### src/rtl/wdog_win.sv
module wdog_win #(
  parameter int SHIFT_BASE  = 3,
  parameter int CODE_MAX    = 11,
  parameter int BUSY_CYCLES = 3,
  parameter logic [7:0] KEY = 8'hA5
) (
  input  logic       clk,
  input  logic       rst_n,
  input  logic [3:0] bus_addr,
  input  logic [7:0] bus_wdata,
  input  logic       bus_we,
  output logic [7:0] bus_rdata,
  output logic       rst_req,
  output logic       irq,
  output logic       busy
);
  localparam int LIM_W = SHIFT_BASE + CODE_MAX + 2;
  localparam int BW    = $clog2(BUSY_CYCLES + 1);
  localparam logic [7:0] CTL_KEEP = 8'h86;

  logic [7:0]       ctl_q, cfg_q;
  logic [3:0]       ewo_q;
  logic             ie_q, flag_q;
  logic [BW-1:0]    busy_q;
  logic [LIM_W-1:0] since_q;

  function automatic logic [LIM_W-1:0] code_lim(input logic [3:0] c);
    logic [3:0] cc;
    cc = (int'(c) > CODE_MAX) ? 4'(CODE_MAX) : c;
    return LIM_W'(1) << (SHIFT_BASE + int'(cc));
  endfunction

  wire run  = ctl_q[1];
  wire win  = ctl_q[2];
  wire lock = ctl_q[7];

  wire wr_ctl  = bus_we && bus_addr == 4'h0;
  wire wr_cfg  = bus_we && bus_addr == 4'h1;
  wire wr_ewo  = bus_we && bus_addr == 4'h2;
  wire wr_iclr = bus_we && bus_addr == 4'h4;
  wire wr_iset = bus_we && bus_addr == 4'h5;
  wire wr_flag = bus_we && bus_addr == 4'h6;
  wire wr_kick = bus_we && bus_addr == 4'h8;

  wire key_ok  = wr_kick && bus_wdata == KEY;
  wire key_bad = wr_kick && bus_wdata != KEY;

  wire [LIM_W-1:0] per_lim    = code_lim(cfg_q[3:0]);
  wire [LIM_W-1:0] closed_lim = code_lim(cfg_q[7:4]);
  wire [LIM_W-1:0] ew_lim     = code_lim(ewo_q);
  wire [LIM_W-1:0] tmo_lim    = win ? closed_lim + per_lim : per_lim;

  wire early   = win && (since_q < closed_lim);
  wire expired = since_q == tmo_lim - LIM_W'(1);
  wire fault   = run && (key_bad || (key_ok ? early : expired));
  wire ew_hit  = run && !key_ok && (since_q == ew_lim - LIM_W'(1));

  always_ff @(posedge clk or negedge rst_n) begin
    if (!rst_n) begin
      ctl_q <= 8'h00;
      cfg_q <= 8'hBB;
      ewo_q <= 4'hB;
    end else begin
      if (wr_ctl && !lock)
        ctl_q <= (bus_wdata & CTL_KEEP) | (bus_wdata[7] ? 8'h06 : 8'h00);
      if (wr_cfg && !lock)
        cfg_q <= bus_wdata;
      if (wr_ewo)
        ewo_q <= bus_wdata[3:0];
    end
  end

  always_ff @(posedge clk or negedge rst_n) begin
    if (!rst_n)
      since_q <= '0;
    else if (!run || key_ok)
      since_q <= '0;
    else if (since_q != '1)
      since_q <= since_q + LIM_W'(1);
  end

  always_ff @(posedge clk or negedge rst_n) begin
    if (!rst_n)
      rst_req <= 1'b0;
    else if (fault)
      rst_req <= 1'b1;
  end

  always_ff @(posedge clk or negedge rst_n) begin
    if (!rst_n) begin
      ie_q   <= 1'b0;
      flag_q <= 1'b0;
    end else begin
      if (wr_iset && bus_wdata[0])
        ie_q <= 1'b1;
      else if (wr_iclr && bus_wdata[0])
        ie_q <= 1'b0;
      if (ew_hit)
        flag_q <= 1'b1;
      else if (wr_flag && bus_wdata[0])
        flag_q <= 1'b0;
    end
  end

  always_ff @(posedge clk or negedge rst_n) begin
    if (!rst_n)
      busy_q <= '0;
    else if (wr_ctl || wr_cfg || wr_kick)
      busy_q <= BW'(BUSY_CYCLES);
    else if (busy_q != '0)
      busy_q <= busy_q - BW'(1);
  end

  assign busy = busy_q != '0;
  assign irq  = flag_q & ie_q;

  always_comb begin
    case (bus_addr)
      4'h0:    bus_rdata = ctl_q;
      4'h1:    bus_rdata = cfg_q;
      4'h2:    bus_rdata = {4'h0, ewo_q};
      4'h4,
      4'h5:    bus_rdata = {7'h0, ie_q};
      4'h6:    bus_rdata = {7'h0, flag_q};
      4'h7:    bus_rdata = {busy, 7'h0};
      default: bus_rdata = 8'h00;
    endcase
  end

  AST_RST_STICKY: assert property (@(posedge clk) disable iff (!rst_n) rst_req |=> rst_req);
  AST_LOCK_STICKY: assert property (@(posedge clk) disable iff (!rst_n) lock |=> lock);
  AST_LOCK_FORCES_RUN: assert property (@(posedge clk) disable iff (!rst_n) lock |-> (run && win));
  AST_BAD_KEY_RESET: assert property (@(posedge clk) disable iff (!rst_n) (key_bad && run) |=> rst_req);
  AST_EARLY_KICK: assert property (@(posedge clk) disable iff (!rst_n) (key_ok && run && win && since_q < closed_lim) |=> rst_req);
  AST_IDLE_HELD: assert property (@(posedge clk) disable iff (!rst_n) !run |=> since_q == '0);
  AST_BUSY_AFTER_WR: assert property (@(posedge clk) disable iff (!rst_n) (wr_ctl || wr_cfg || wr_kick) |=> busy);
endmodule

### config.mk
export PLATFORM = sky130hd
export DESIGN_NAME = wdog_win
export DESIGN_NICKNAME = d
export VERILOG_FILES = /design/src/rtl/wdog_win.sv
export SDC_FILE = /design/constraint.sdc
export NUM_CORES = 1
export LEC_CHECK = 0
export ABC_AREA = 1
export BUFFER_PORTS_ARGS = -buffer_cell sky130_fd_sc_hd__buf_2
export CORE_UTILIZATION = 53
export DETAILED_ROUTE_END_ITERATION = 10
export PLACE_DENSITY = 0.75
export SYNTH_ARGS = -nofsm -noshare
export SYNTH_HDL_FRONTEND = slang
export SYNTH_SLANG_ARGS = --single-unit
### constraint.sdc
create_clock -name clk -period 6.96 [get_ports clk]
set_clock_uncertainty 0.15 [all_clocks]
set_input_delay 0.348 -clock clk [delete_from_list [all_inputs] [get_ports clk]]
set_output_delay 0.348 -clock clk [all_outputs]
set_load 0.01 [all_outputs]
==> results of run 1 <==
==> Yosys cell counts (2+ instances only) <==
library cell  count
nor2_1           85
dfstp_2           9
conb_1            2
nor3_1           12
nand3_2           7
o21ai_0          38
dfrtp_1          27
clkbuf_8          3
xnor2_1           3
ha_1             34
inv_2             5
o211ai_1          2
nand3_1          82
a21oi_1          26
clkbuf_1          5
xor2_1           16
or2_2             2
nand4_1          16
o221ai_1          3
nor2_2            7
a211oi_1          3
nor3b_1           2
a31oi_1           2
nor2_4            5
nor4_1            5
nand2_1         225
inv_1           142
nand2_2          21
==> flip-flops by register name (all words and copies together) (netlist names) <==
name     cells
ie_q         1
flag_q       1
busy_q       2
rst_req      1
ctl_q        3
since_q     16
cfg_q        8
ewo_q        4
==> cells by family after synthesis <==
| kind of cell | after synthesis | synth area share |
|---|---|---|
| compound gates | 85 | 0.1030 |
| xor+xnor | 19 | 0.03478 |
| fa+ha+maj | 35 | 0.09310 |
| buf+inv | 157 | 0.1297 |
| flops | 36 | 0.1906 |
| mux | 1 | 0.002353 |
| other cells | 2 | 0.001570 |
| simple gates | 473 | 0.4448 |
==> cells in the final DEF (no fill, tap or decap), types with 7 or more instances in the layout <==
cell     instances
nand2_2         21
inv_1          142
nor2_2           7
xor2_1          16
buf_2           25
dfrtp_1         27
a21oi_1         26
o21ai_0         38
nor2_1          85
conb_1          13
nand3_2          7
nand4_1         16
nand3_1         82
nand2_1        225
ha_1            34
dfstp_2          9
nor3_1          12
==> cell type report <==
cell class | count | area, µm² | share of cell area
inverters | 148 | 555.5 | 0.1087
clock buffers | 5 | 68.82 | 0.01347
multi-input cells | 626 | 3293 | 0.6446
repair buffers | 25 | 125.1 | 0.02449
clock inverters | 3 | 18.77 | 0.003674
flip-flops and latches | 36 | 912.1 | 0.1785
well taps | 108 | 135.1 | 0.02645
==> layer usage <==
| layer | wire, µm | GRT usage |
|---|---|---|
| met1 | 6021 | 0.3756 |
| met4 | 250 | 0.07922 |
| met5 | 0 | 0 |
| met3 | 541 | 0.02818 |
| met2 | 6151 | 0.4875 |
==> metrics by stage <==
stage | util | power (W) | instance area [µm²] | hold slack [ns] | cells
after floorplan | - | 0.0004840 | 4826 | -0.09759 | 819
after global placement | 0.5758 | 0.0005393 | 5021 | 0.3202 | 943
after detailed placement | 0.5758 | 0.0005523 | 5021 | 0.3397 | 943
after CTS | 0.5858 | 0.0007012 | 5109 | 0.02689 | 951
after global routing | 0.5858 | 0.0007665 | 5109 | 0.04959 | 951
final | 0.5858 | 0.0007025 | 5109 | -0.002913 | 951
==> worst min-delay path by stage <==
stage / startpoint / to / slack, ns / depth (start not counted)
after floorplan: rst_n / busy_q[0] / -0.1 / 0
after global placement: rst_n / cfg_q[6] / 0.32 / 1
after detailed placement: rst_n / cfg_q[6] / 0.34 / 1
after CTS: rst_n / cfg_q[6] / 0.03 / 1
after global routing: rst_n / cfg_q[6] / 0.05 / 1
final: rst_n / cfg_q[6] / -0.003 / 1
==> worst max-delay path: stages, from the launching register on <==
cell and delay [ns]:
dfstp_2 0.57, nand2_1 0.10, nand2_2 0.11, inv_2 0.04, nand2_2 0.11, inv_2 0.04, nand2_1 0.06, inv_1 0.06
ha_1 0.38, nand2_1 0.14, inv_1 0.05, a21oi_1 0.22, nand2_1 0.14, nand2_1 0.08, nand3_1 0.11, nand2_2 0.13
nand2_1 0.09, nor2_2 0.16, nand2_1 0.09, nor2_1 0.09, nand4_1 0.09, nand2_1 0.09, inv_1 0.05, nand2_1 0.06
o21bai_1 0.07, nand2_1 0.05, nand2_1 0.04
==> power by group <==
part           internal, W  switching (W)  total, W
clock network    0.0000698      0.0000801  0.000150
logic             0.000105       0.000160  0.000265
registers         0.000243      0.0000446  0.000287
==> results_dict.tcl, run 1 <==
set metrics [dict create \
    slew_headroom 0.3431 \
    timing.rr.start "cfg_q[3]" \
    fin_ws_ns 3.471 \
    hp-class "primary input to async pin" \
    ioPinCount 26 \
    dp_slack_ns 3.543 \
    dr_total_vias 5173 \
    final_antenna_net_count 0 \
    syn_avg_cell_area_um2 5.922 \
    avgViaCountPerCell 5.440 \
    die_h_um 97.02 \
    drive_gt1_frac 0.1115 \
    drt_iter0_markers 341 \
    synthCells 808 \
    dp_hpwl_um 10750 \
    period_needed_ns 3.489 \
    async_reset_ff_frac 1.000 \
    worst_pin_slew_ns 0.9854 \
    ir_drop_mv 0.1135 \
    synth_area_um2 4785 \
    maxSlewViolCount 0 \
    failed_checks "negative hold slack" \
    max_freq_mhz 286.6 \
    cp-endpoint "rst_req" \
    cts.htree.levels 2 \
    wire_per_inst_um 13.63 \
    yosysSeqAreaShare 0.1906 \
    drv_cap 0 \
    fill_cells 889 \
    row_count 34 \
    die_x_um 97.02 \
    routed_wl_um 12960 \
    tritoncts "built" \
    clock-sinks 36 \
    synth_top_area_cell "nand2_1" \
    grt_pass1_vias 4873 \
    end_kind "flip-flop" \
    crit_arrival_ns 3.52 \
    drc 0 \
    yosys_warnings 0 \
    clk_pin_slew_ns 0.08 \
    postCtsHoldBufs 0 \
    grt_pass1_wl_um 22020 \
    port_buffers 25 \
    fin_tns_setup_ns 0 \
    r2r_slack_ns 3.47 \
    synth_edf_count 0 \
    setup_viol 0 \
    cts_buffer_depth 2 \
    synth_cell_type_count 47 \
    power_leakage_nw 2.811 \
    grt_max_degree 37 \
    crit_required_ns 6.99 \
    hold_viol 1 \
    rsz0062_at_grt "no" \
    cts_setup_buffers 0 \
    nNetsFinal 892 \
    start_util 0.5486 \
    pwr_density_cell_nw_per_um2 137.5 \
    cts_buffers 5 \
    coreArea_um2 8721 \
    period_share 0.5012 \
    path_max_fanout 6 \
    synth_flop_cell "dfrtp_1" \
    criticalPathCategory "flip-flop to flip-flop" \
    clkLatencyLatePin_ns 0.29 \
    first_pass_iters 5 \
    worst_hold_slack_ns -0.002913 \
    status "finished, violations left" \
    root_buffer "clkbuf_8" \
    grt.total_usage 0.2831 \
    antenna_found_initial 0 \
    grt_overflow_total 0 \
    synth_top_area_share 0.1765 \
    gp_congestion 0.9269 \
    r2r_end "rst_req" \
    diodes 0 \
    die-area_um2 9412 \
    cts-resized-gates 0 \
    area_growth_pct 6.773 \
    synth-seq-cells 36 \
    synth_top_cells_by_area "nand2_1, dfrtp_1, inv_1, ha_1, nand3_1" \
    worst-r2r-cell-count 26 \
    start_kind "flip-flop" \
    startpoint "cfg_q[3]" \
]
Power figures use the tool's default switching activity.
==> inputs of run 2 (changes only) <==
--- a/config.mk
+++ b/config.mk
@@ -9,7 +9,7 @@
 export BUFFER_PORTS_ARGS = -buffer_cell sky130_fd_sc_hd__buf_2
 export CORE_UTILIZATION = 53
 export DETAILED_ROUTE_END_ITERATION = 10
-export PLACE_DENSITY = 0.75
+export PLACE_DENSITY = 0.77
 export SYNTH_ARGS = -nofsm -noshare
 export SYNTH_HDL_FRONTEND = slang
 export SYNTH_SLANG_ARGS = --single-unit
==> constraint.sdc (replaced) <==
create_clock -name clk -period 3.05 [get_ports clk]
set_clock_uncertainty 0.15 [all_clocks]
set_input_delay 0.1525 -clock clk [delete_from_list [all_inputs] [get_ports clk]]
set_output_delay 0.1525 -clock clk [all_outputs]
set_load 0.01 [all_outputs]
==> run 2 against run 1 <==
  * The flow finishes with violations (negative setup slack)
  * Global-route usage up 4.5 points
  * Design area is 24% higher
  * Cell count increased by 9.8%
  * Worst setup slack got worse by 3.7 ns
  * Power increased by 130%
  * Sequential cell count unchanged
  * Largest power group unchanged
  * Sequential share of layout area shrank 3.4 points
  * Critical path depth is 1 lower
==> results_dict.tcl, run 2 (synthesized netlist as in run 1, its figures left out) <==
set metrics [dict create \
    ir_drop_mv 0.3040 \
    cts_buffer_depth 2 \
    dp_hpwl_um 11540 \
    gp_congestion 0.9547 \
    antenna_found_initial 0 \
    grt-busiest-layer "met2" \
    grtUsageMet2 0.5683 \
    crit_path_max_incr_delay_ns 0.43 \
    final_util 0.7260 \
    routed_wl_um 15720 \
    cts_buffers 5 \
    clkLatencyLatePin_ns 0.29 \
    critPathSlowestCell "dfrtp_1" \
    crit_buf_inv 5 \
    grt_pass1_vias 5608 \
    maxSlewViolCount 0 \
    clk_pin_slew_ns 0.08 \
    end_kind "flip-flop" \
    hp-class "primary input to flip-flop" \
    power_leakage_nw 3.358 \
    slew_headroom 0.4449 \
    largest_register_ffs 16 \
    root_buffer "clkbuf_8" \
    dp_cells 1009 \
    max_freq_mhz 309.5 \
    cts.htree.levels 2 \
    nNetsFinal 985 \
    drv_cap 0 \
    final_antenna_net_count 0 \
    final_cells 1044 \
    die_x_um 97.02 \
    row_count 34 \
    port_buffers 25 \
    fin_ws_ns -0.1806 \
    dp_slack_ns -0.2985 \
    met3_usage 0.03179 \
    failed_checks "negative setup slack" \
    grt_overflow_total 0 \
    drt_iter0_markers 399 \
    path_max_fanout 4 \
    die_h_um 97.02 \
    clock-sinks 36 \
    tritoncts "built" \
    ioPinCount 26 \
    drive_gt1_frac 0.3088 \
    pwr_density_cell_nw_per_um2 257.3 \
    fin_tns_setup_ns -0.1806 \
    hold_viol 0 \
    start_kind "flip-flop" \
    worst_pin_slew_ns 0.8327 \
    status "finished, violations left" \
    crit_arrival_ns 3.26 \
    die-area_um2 9412 \
    dr_total_vias 5804 \
    setup_viol 1 \
    start_util 0.5486 \
    crit_required_ns 3.08 \
    grt.total_usage 0.3279 \
    rsz0062_at_grt "yes" \
    reg_top3 "since_q (16), cfg_q (8), ewo_q (4)" \
    coreArea_um2 8721 \
    wire_per_inst_um 15.06 \
    criticalPathCategory "flip-flop to flip-flop" \
    grt_max_degree 37 \
    drc 0 \
    crit_family "simple AND/OR/NAND/NOR gates" \
    period_share 1.059 \
    diodes 0 \
    first_pass_iters 6 \
    period_needed_ns 3.231 \
    use_met1 0.4131 \
    avgViaCountPerCell 5.559 \
    path_common_cell "nand2_1" \
    area_growth_pct 32.32 \
    final_cell_mix "nand2_1, inv_1, buf_4, nand3_1, nor2_1" \
    final_common_cell "nand2_1" \
    grt_pass1_wl_um 25240 \
    fill_cells 668 \
    regMostFlops "since_q" \
]
## run 2: changes by cell type in the layout (fill, tap and decap cells not counted), moves of 15 or more
cell,before,now
nor2_2,7,22
buf_4,0,85
nand2_2,21,42
nand2_1,225,191
nand3_1,82,63
inv_1,142,127
nor2_1,85,59
nand3_2,7,24
## run 2: report_power, final
group          switching, W  total [W]  internal, W
registers          0.000104   0.000658     0.000554
clock network      0.000180   0.000339     0.000159
logic              0.000382   0.000632     0.000251
total              0.000665    0.00163     0.000964
## run 2: metal layers
layer  routed length, µm  share of wire
met2                7599           0.48
met3                 836          0.053
met4                 643          0.041
met5                   0              0
met1                6643           0.42
## run 2: layout make-up
type	instances	area (µm²)	area share
clock inverters	3	18.77	0.002964
clock buffers	5	68.82	0.01087
well taps	108	135.1	0.02134
inverters	148	560.5	0.08854
flip-flops and latches	36	913.4	0.1443
repair buffers	118	843.3	0.1332
multi-input cells	626	3791	0.5988
## run 2: what timing repair did
action | CTS | global route
hold endpoints to repair | 33 | 0
setup buffers | 13 | 7
gates resized for setup | 103 | 36
pin swaps | 28 | 33
hold buffers | 8 | 0
setup endpoints to repair | 1 | 1
## run 2: final timing paths
path / start / end / slack (ns) / cells after the start
max: cfg_q[6] / rst_req / -0.18 / 25
max in group asynchronous: rst_n / cfg_q[2] / 1.80 / 2
min reg2reg: ctl_q[7] / ctl_q[7] / 0.36 / 2
min: bus_addr[0] / ie_q / 0.03 / 2
max reg2reg: cfg_q[6] / rst_req / -0.18 / 25
min in group asynchronous: rst_n / ctl_q[1] / 0.37 / 2
## run 2: metrics by stage
step           power [W]  cell area (µm²)  hold WS, ns
3_3_place_gp    0.001235             5517       0.1220
5_1_grt         0.001765             6331      0.02757
6_report        0.001629             6331      0.02971
3_5_place_dp    0.001269             5517       0.1396
2_1_floorplan   0.001104             4826      -0.2931
4_1_cts         0.001616             6155      0.02367
## run 2: worst reg2reg max path, stage by stage (launching register included)
cell and delay [ns]:
dfrtp_1 0.43, a21oi_2 0.21, inv_2 0.07, nor2_2 0.13, inv_2 0.08, nor2_4 0.18
ha_4 0.25, nand2_4 0.10, inv_1 0.07, nand2_1 0.08, nand2_1 0.07, nand2_2 0.10
nand4_1 0.15, nand3_2 0.12, nand2_2 0.08, buf_4 0.14, nor2_4 0.11, nand3_1 0.12
nand2_1 0.09, nand2_1 0.05, nand2_1 0.06, clkinv_1 0.05, nand2_1 0.06, o21bai_1 0.07
nand2_1 0.07, nand2_1 0.04
